$ cat src/rtl/pio_pkg.sv
// Package: shared types and constants for the three-port parallel I/O block.
// Assumes an 8-bit control word layout; the port width is set in the modules.
package pio_pkg;

    // Register address decoding
    typedef enum logic [1:0] {
        REG_PA   = 2'b00,
        REG_PB   = 2'b01,
        REG_PC   = 2'b10,
        REG_CTRL = 2'b11
    } reg_sel_e;

    // Direction of the four port sections, 1 = input
    typedef struct packed {
        logic a_in;
        logic cu_in;
        logic b_in;
        logic cl_in;
    } port_dir_t;

    // Control readback after reset: configuration flag plus all four sections as inputs
    localparam logic [7:0] CTRL_RESET = 8'h9B;

    // Bit positions inside a configuration word
    localparam int CFG_FLAG_BIT = 7;
    localparam int DIR_A_BIT    = 4;
    localparam int DIR_CU_BIT   = 3;
    localparam int DIR_B_BIT    = 1;
    localparam int DIR_CL_BIT   = 0;

endpackage

$ cat src/rtl/pio_ctrl.sv
// Module: pio_ctrl
// Decodes writes to the control register. A word with the flag bit set is
// stored as the configuration: it sets the directions and raises a clear pulse
// for the latches. A word with the flag bit clear becomes a single port C bit
// command (index and value). Assumes at most one write per cycle.
module pio_ctrl
    import pio_pkg::*;
#(
    parameter int W = 8
) (
    input  logic                 clk,
    input  logic                 rst_n,
    input  logic                 ctrl_wr,
    input  logic [W-1:0]         wdata,
    output port_dir_t            dir,
    output logic [W-1:0]         ctrl_q,
    output logic                 cfg_clr,
    output logic                 bit_en,
    output logic [$clog2(W)-1:0] bit_idx,
    output logic                 bit_val
);
    localparam int SEL_W = $clog2(W);

    // Split a control write into its two formats
    always_comb begin
        cfg_clr = ctrl_wr &  wdata[CFG_FLAG_BIT];
        bit_en  = ctrl_wr & ~wdata[CFG_FLAG_BIT];
        bit_idx = wdata[SEL_W:1];
        bit_val = wdata[0];
    end

    // Hold the configuration word and the directions it implies
    always_ff @(posedge clk) begin
        if (!rst_n) begin
            ctrl_q <= W'(CTRL_RESET);
            dir    <= '{a_in: 1'b1, cu_in: 1'b1, b_in: 1'b1, cl_in: 1'b1};
        end else if (cfg_clr) begin
            ctrl_q    <= wdata;
            dir.a_in  <= wdata[DIR_A_BIT];
            dir.cu_in <= wdata[DIR_CU_BIT];
            dir.b_in  <= wdata[DIR_B_BIT];
            dir.cl_in <= wdata[DIR_CL_BIT];
        end
    end


    cfg_store_chk: assert property (@(posedge clk) disable iff (!rst_n)
        cfg_clr |=> ctrl_q == $past(wdata));


    bitcmd_keeps_cfg_chk: assert property (@(posedge clk) disable iff (!rst_n)
        bit_en |=> $stable(dir) && $stable(ctrl_q));

endmodule

$ cat src/rtl/pio_port_reg.sv
// Module: pio_port_reg
// One output latch for a port. Priority: clear, then full write, then single-bit
// update. Assumes the three requests come from distinct register addresses, so
// they never coincide in practice.
module pio_port_reg #(
    parameter int W = 8
) (
    input  logic                 clk,
    input  logic                 rst_n,
    input  logic                 clr,
    input  logic                 wr_en,
    input  logic [W-1:0]         wr_data,
    input  logic                 bit_en,
    input  logic [$clog2(W)-1:0] bit_idx,
    input  logic                 bit_val,
    output logic [W-1:0]         q
);
    // Latch update by clear, full write or single-bit command
    always_ff @(posedge clk) begin
        if (!rst_n)      q          <= '0;
        else if (clr)    q          <= '0;
        else if (wr_en)  q          <= wr_data;
        else if (bit_en) q[bit_idx] <= bit_val;
    end


    clear_zero_chk: assert property (@(posedge clk) disable iff (!rst_n)
        clr |=> q == '0);


    single_bit_chk: assert property (@(posedge clk) disable iff (!rst_n)
        (bit_en && !clr && !wr_en) |=> ((q ^ $past(q)) & ~(W'(1) << $past(bit_idx))) == '0);


    latch_hold_chk: assert property (@(posedge clk) disable iff (!rst_n)
        !(clr || wr_en || bit_en) |=> $stable(q));

endmodule

$ cat src/rtl/pio_read_mux.sv
// Module: pio_read_mux
// Builds the read data. Output sections return their latch and input sections
// return the live pins; port C is merged half by half. The result is zero when
// no read is in progress.
module pio_read_mux
    import pio_pkg::*;
#(
    parameter int W = 8
) (
    input  logic         rd_act,
    input  logic [1:0]   addr,
    input  port_dir_t    dir,
    input  logic [W-1:0] lat_a,
    input  logic [W-1:0] lat_b,
    input  logic [W-1:0] lat_c,
    input  logic [W-1:0] pin_a,
    input  logic [W-1:0] pin_b,
    input  logic [W-1:0] pin_c,
    input  logic [W-1:0] ctrl_q,
    output logic [W-1:0] rdata
);
    localparam int H = W / 2;

    // Pick the addressed source and merge pins with latches by direction
    always_comb begin
        rdata = '0;
        if (rd_act) begin
            unique case (reg_sel_e'(addr))
                REG_PA:   rdata = dir.a_in ? pin_a : lat_a;
                REG_PB:   rdata = dir.b_in ? pin_b : lat_b;
                REG_PC:   rdata = {(dir.cu_in ? pin_c[W-1:H] : lat_c[W-1:H]),
                                   (dir.cl_in ? pin_c[H-1:0] : lat_c[H-1:0])};
                REG_CTRL: rdata = ctrl_q;
                default:  rdata = '0;
            endcase
        end
    end

endmodule

$ cat src/rtl/pio_triport.sv
// Module: pio_triport
// Top of the three-port parallel I/O block. It decodes bus accesses, holds the
// three output latches (generated), drives the enables from the directions and
// returns read data. Assumes a synchronous host: writes take effect on the
// rising edge at which the select and write strobes are sampled high.
module pio_triport
    import pio_pkg::*;
#(
    parameter int W = 8
) (
    input  logic         clk,
    input  logic         rst_n,
    input  logic         bus_sel,
    input  logic         bus_rd,
    input  logic         bus_wr,
    input  logic [1:0]   bus_addr,
    input  logic [W-1:0] bus_wdata,
    output logic [W-1:0] bus_rdata,
    input  logic [W-1:0] pa_in,
    output logic [W-1:0] pa_out,
    output logic [W-1:0] pa_oe,
    input  logic [W-1:0] pb_in,
    output logic [W-1:0] pb_out,
    output logic [W-1:0] pb_oe,
    input  logic [W-1:0] pc_in,
    output logic [W-1:0] pc_out,
    output logic [W-1:0] pc_oe
);
    localparam int NPORT = 3;
    localparam int H     = W / 2;
    localparam int SEL_W = $clog2(W);

    logic             wr_act;
    logic             ctrl_wr;
    logic [NPORT-1:0] port_wr;
    port_dir_t        dir;
    logic [W-1:0]     ctrl_q;
    logic             cfg_clr;
    logic             bit_en;
    logic [SEL_W-1:0] bit_idx;
    logic             bit_val;
    logic [W-1:0]     lat [NPORT];

    // Decode the addressed write target
    always_comb begin
        wr_act  = bus_sel & bus_wr;
        ctrl_wr = wr_act & (bus_addr == REG_CTRL);
        for (int i = 0; i < NPORT; i++)
            port_wr[i] = wr_act & (bus_addr == 2'(i));
    end

    pio_ctrl #(.W(W)) u_ctrl (
        .clk     (clk),
        .rst_n   (rst_n),
        .ctrl_wr (ctrl_wr),
        .wdata   (bus_wdata),
        .dir     (dir),
        .ctrl_q  (ctrl_q),
        .cfg_clr (cfg_clr),
        .bit_en  (bit_en),
        .bit_idx (bit_idx),
        .bit_val (bit_val)
    );

    // One latch per port; only port C takes single-bit commands
    for (genvar p = 0; p < NPORT; p++) begin : g_port
        localparam bit HAS_BITCMD = (p == int'(REG_PC));
        pio_port_reg #(.W(W)) u_reg (
            .clk     (clk),
            .rst_n   (rst_n),
            .clr     (cfg_clr),
            .wr_en   (port_wr[p]),
            .wr_data (bus_wdata),
            .bit_en  (HAS_BITCMD ? bit_en : 1'b0),
            .bit_idx (bit_idx),
            .bit_val (bit_val),
            .q       (lat[p])
        );
    end

    // Drive latches and enables to the pads
    always_comb begin
        pa_out = lat[0];
        pb_out = lat[1];
        pc_out = lat[2];
        pa_oe  = {W{~dir.a_in}};
        pb_oe  = {W{~dir.b_in}};
        pc_oe  = {{H{~dir.cu_in}}, {H{~dir.cl_in}}};
    end

    pio_read_mux #(.W(W)) u_rmux (
        .rd_act (bus_sel & bus_rd),
        .addr   (bus_addr),
        .dir    (dir),
        .lat_a  (lat[0]),
        .lat_b  (lat[1]),
        .lat_c  (lat[2]),
        .pin_a  (pa_in),
        .pin_b  (pb_in),
        .pin_c  (pc_in),
        .ctrl_q (ctrl_q),
        .rdata  (bus_rdata)
    );


    oe_hold_chk: assert property (@(posedge clk) disable iff (!rst_n)
        !(bus_sel && bus_wr && bus_addr == 2'b11 && bus_wdata[W-1])
        |=> $stable(pa_oe) && $stable(pb_oe) && $stable(pc_oe));


    no_sel_chk: assert property (@(posedge clk) disable iff (!rst_n)
        !bus_sel |=> $stable(pa_out) && $stable(pb_out) && $stable(pc_out));

endmodule

$ cat config.mk
export PLATFORM = sky130hd
export DESIGN_NAME = pio_triport
export DESIGN_NICKNAME = d
export VERILOG_FILES = /design/src/rtl/pio_pkg.sv /design/src/rtl/pio_ctrl.sv /design/src/rtl/pio_port_reg.sv /design/src/rtl/pio_read_mux.sv /design/src/rtl/pio_triport.sv
export SDC_FILE = /design/constraint.sdc
export NUM_CORES = 1
export LEC_CHECK = 0
export BUFFER_PORTS_ARGS = -buffer_cell sky130_fd_sc_hd__buf_2
export CAP_MARGIN = 40
export CORE_ASPECT_RATIO = 0.8
export CORE_MARGIN = 2
export CORE_UTILIZATION = 45
export DETAILED_ROUTE_END_ITERATION = 10
export PLACE_DENSITY = 0.82
export SKIP_CTS_REPAIR_TIMING = 1
export SLEW_MARGIN = 20
export SYNTH_ARGS = -nofsm -noshare
export SYNTH_HDL_FRONTEND = slang
export SYNTH_HIERARCHICAL = 1
export SYNTH_SLANG_ARGS = --single-unit
$ cat constraint.sdc
create_clock -name clk -period 1.3 [get_ports clk]
set_input_delay 0.065 -clock clk [delete_from_list [all_inputs] [get_ports clk]]
set_output_delay 0.065 -clock clk [all_outputs]
set_load 0.03 [all_outputs]
==> impl_metrics.tcl <==
set metrics [dict create \
    max_freq_mhz 622 \
    rows 24 \
    slew_headroom_pct 51.6 \
    p_int_uw 1780 \
    fin_crit_ns 1.61 \
    viasPerCell 6.12 \
    synth_seq_area_share_pct 25.7 \
    drive_above_1_share_pct 53.4 \
    cts_max_path_buffers 2 \
    num_vias 2621 \
    drv_slew 0 \
    reg2reg_depth 2 \
    core_area_mm2 0.00541 \
    r2r_end "g_port[1].u_reg/q[5]" \
    switching_share_pct 33.7 \
    end_kind "primary output" \
    p_leak_uw 0.00161 \
    grt_pass1_wl_um 11800 \
    hpwlAfterDp_um 5750 \
    seq_power_share_pct 39.6 \
    finalSetupViolations 8 \
    clockRootBuffer "clkbuf_8" \
    syn_area_mm2 0.00249 \
    whs_ns 0.109 \
    cts_sinks 32 \
    dr.pass1.iters 4 \
    path_clk_slew_ns 0.07 \
    holdCritStartpoint "rst_n" \
    final_util_pct 62.7 \
    skew_ns 0 \
    maxCapViolCount 0 \
    cp_slowest_cell "dfxtp_4" \
    switchingPower_uw 901 \
    whs_path_depth 2 \
    hold_viol_final 0 \
    fin_area_mm2 0.00339 \
    p_comb_share_pct 29.5 \
    r2r-start "g_port[1].u_reg/q[5]" \
    postPlaceCellArea_mm2 0.00306 \
    failed_checks "setup timing" \
    cp_max_fo 6 \
    cts_made_buffers 5 \
    fp.dieW_um 87.3 \
    worst_slack_ns -0.308 \
    grt.total_usage_pct 24.6 \
    io_pins 95 \
    period_share_pct 124 \
    syn_inst 260 \
    cts_tree "done" \
    syn_avg_cell_area_um2 9.60 \
    start_util_pct 46.2 \
    grt.overflow.total 0 \
    grt_pass1_vias 2306 \
    gp_congestion 0.948 \
    tightest_slew_ns 0.723 \
    status "finished with violations" \
    slowest_delay_ns 0.37 \
    critPathRequiredTime_ns 1.24 \
    place_ws_ns -0.205 \
    yosys_warnings 6 \
    grt_max_degree 20 \
    fin_cells 428 \
    drc 0 \
    rrSetupSlack_ns 0.31 \
    ys_seq_elements 32 \
    wl_um 8690 \
    n_fill_cell 420 \
    clock_latency_ns 0.29 \
    area_growth_pct 35.9 \
    yosysUniqueCellTypes 31 \
    drtIter0Drc 203 \
    startpoint_type "register" \
    cp_cell_sequence "buf_12 > mux2_4 > mux2i_2 > a21oi_2 > buf_6" \
    htreeDepth 2 \
    dp_cells 417 \
    io_buffers 94 \
    rsz0062_at_grt "true" \
    powerDensity_mw_per_mm2 790 \
    max-vdd-ir-drop_v 0.000434 \
    pwr-share-clk_pct 30.8 \
    finalNetCount 401 \
    ant_nets 0 \
    die_h_um 70.6 \
    critPathKind "register to primary output" \
    wl_per_cell_um 20.3 \
    hold_path.class "primary input to register" \
    dieArea_mm2 0.00616 \
    arrival_ns 1.54 \
    antenna_cells 0 \
    antenna_found_initial 0 \
    hold_path_end "u_ctrl/ctrl_q[0]" \
]
kinds of logic (layout without fill, tap and decap cells):
group / count (synthesis) / in the layout / synth area share (%)
buffers and inverters: 50 / 138 / 14.2
other: 1 / 16 / 0.150
flip-flops: 32 / 32 / 25.7
AO/OA/AOI/OAI: 47 / 47 / 17.1
multiplexers: 32 / 32 / 14.0
AND/OR/NAND/NOR: 98 / 98 / 28.8
worst max-delay path, delay by kind of cell, from the launching register on:
family | cells | cell delay [ns]
multiplexers | 2 | 0.50
buffers and inverters | 2 | 0.28
AO/OA/AOI/OAI | 1 | 0.10
flip-flops | 1 | 0.37
placed cells by master, fill, tap and decap left out, drive strengths merged:
| cell type | n |
|---|---|
| a2111oi | 24 |
| a21oi | 8 |
| and2 | 2 |
| and4 | 4 |
| and4b | 11 |
| and4bb | 10 |
| buf | 120 |
| clkbuf | 9 |
| clkinvlp | 1 |
| conb | 16 |
| dfxtp | 32 |
| inv | 8 |
| mux2 | 24 |
| mux2i | 8 |
| nand2 | 3 |
| nand2b | 4 |
| nand3 | 4 |
| nand4 | 3 |
| nor2 | 3 |
| nor2b | 25 |
| nor3 | 24 |
| nor4b | 3 |
| o211ai | 4 |
| o21ai | 3 |
| o221ai | 8 |
| or2 | 1 |
| or3b | 1 |
metrics by stage:
stage,TNS (ns),total power [uW]
6_report,-2.23,2680
5_1_grt,-2.58,2760
4_1_cts,-2.85,2570
3_5_place_dp,-4.19,1770
3_3_place_gp,-2.80,1760
2_1_floorplan,-0.0310,1540
sequential cells by signal, indices dropped and copies added (netlist names):
| name | count |
|---|---|
| g_port.u_reg/q | 24 |
| u_ctrl/ctrl_q | 8 |
worst max-delay path by stage:
stage | start | to | slack [ns]
floorplan | bus_addr[0] | g_port[2].u_reg/q[0] | -0.02
global placement | bus_addr[0] | g_port[0].u_reg/q[5] | -0.16
detailed placement | bus_addr[0] | g_port[0].u_reg/q[3] | -0.21
CTS | u_ctrl/ctrl_q[4] | bus_rdata[4] | -0.38
global route | u_ctrl/ctrl_q[1] | bus_rdata[4] | -0.34
finish | u_ctrl/ctrl_q[1] | bus_rdata[5] | -0.31
power by group through the flow:
| stage | clock, uW | combinational [uW] | sequential [uW] |
|---|---|---|---|
| finish | 826 | 791 | 1060 |
| CTS | 819 | 692 | 1060 |
| global placement | 0 | 675 | 1080 |
| floorplan | 0 | 397 | 1150 |
| detailed placement | 0 | 689 | 1080 |
| global route | 871 | 829 | 1070 |
routing by layer:
layer	wire length [um]	share of wire (%)	track usage (%)
met3	761	8.8	4.32
met2	4100	47	40.2
met1	3370	39	32.8
met4	460	5.3	8.72
met5	0	0	0
synthesized netlist by cell type (all sizes together):
cell     number  share of area, %
a2111oi      24               8.9
conb          1              0.15
o211ai        4               1.2
and4b        11               4.6
dfxtp        32                26
or2           1              0.25
nor3         24               4.8
nand2         3              0.45
or3b          1              0.35
and4          4               1.6
buf          41                13
clkbuf        1              0.15
a21oi         8               1.6
inv           8               1.2
nand4         3              0.75
and4bb       10               5.0
nor4b         3               1.8
o21ai         3              0.60
nor2          3              0.45
nand2b        4               1.0
mux2i         8               3.2
and2          2              0.60
mux2         24                11
nand3         4              0.80
o221ai        8               4.8
nor2b        25               6.3
area by class of cell:
class	count	area (um2)	area share [%]
clock buffer	7	86.3	2.55
clock inverter	1	7.51	0.221
inverter	8	30.0	0.886
multi-input combinational	193	1720	50.6
sequential	32	653	19.3
tap	65	81.3	2.40
timing repair buffer	122	816	24.1
Power figures use the tool's default switching activity.
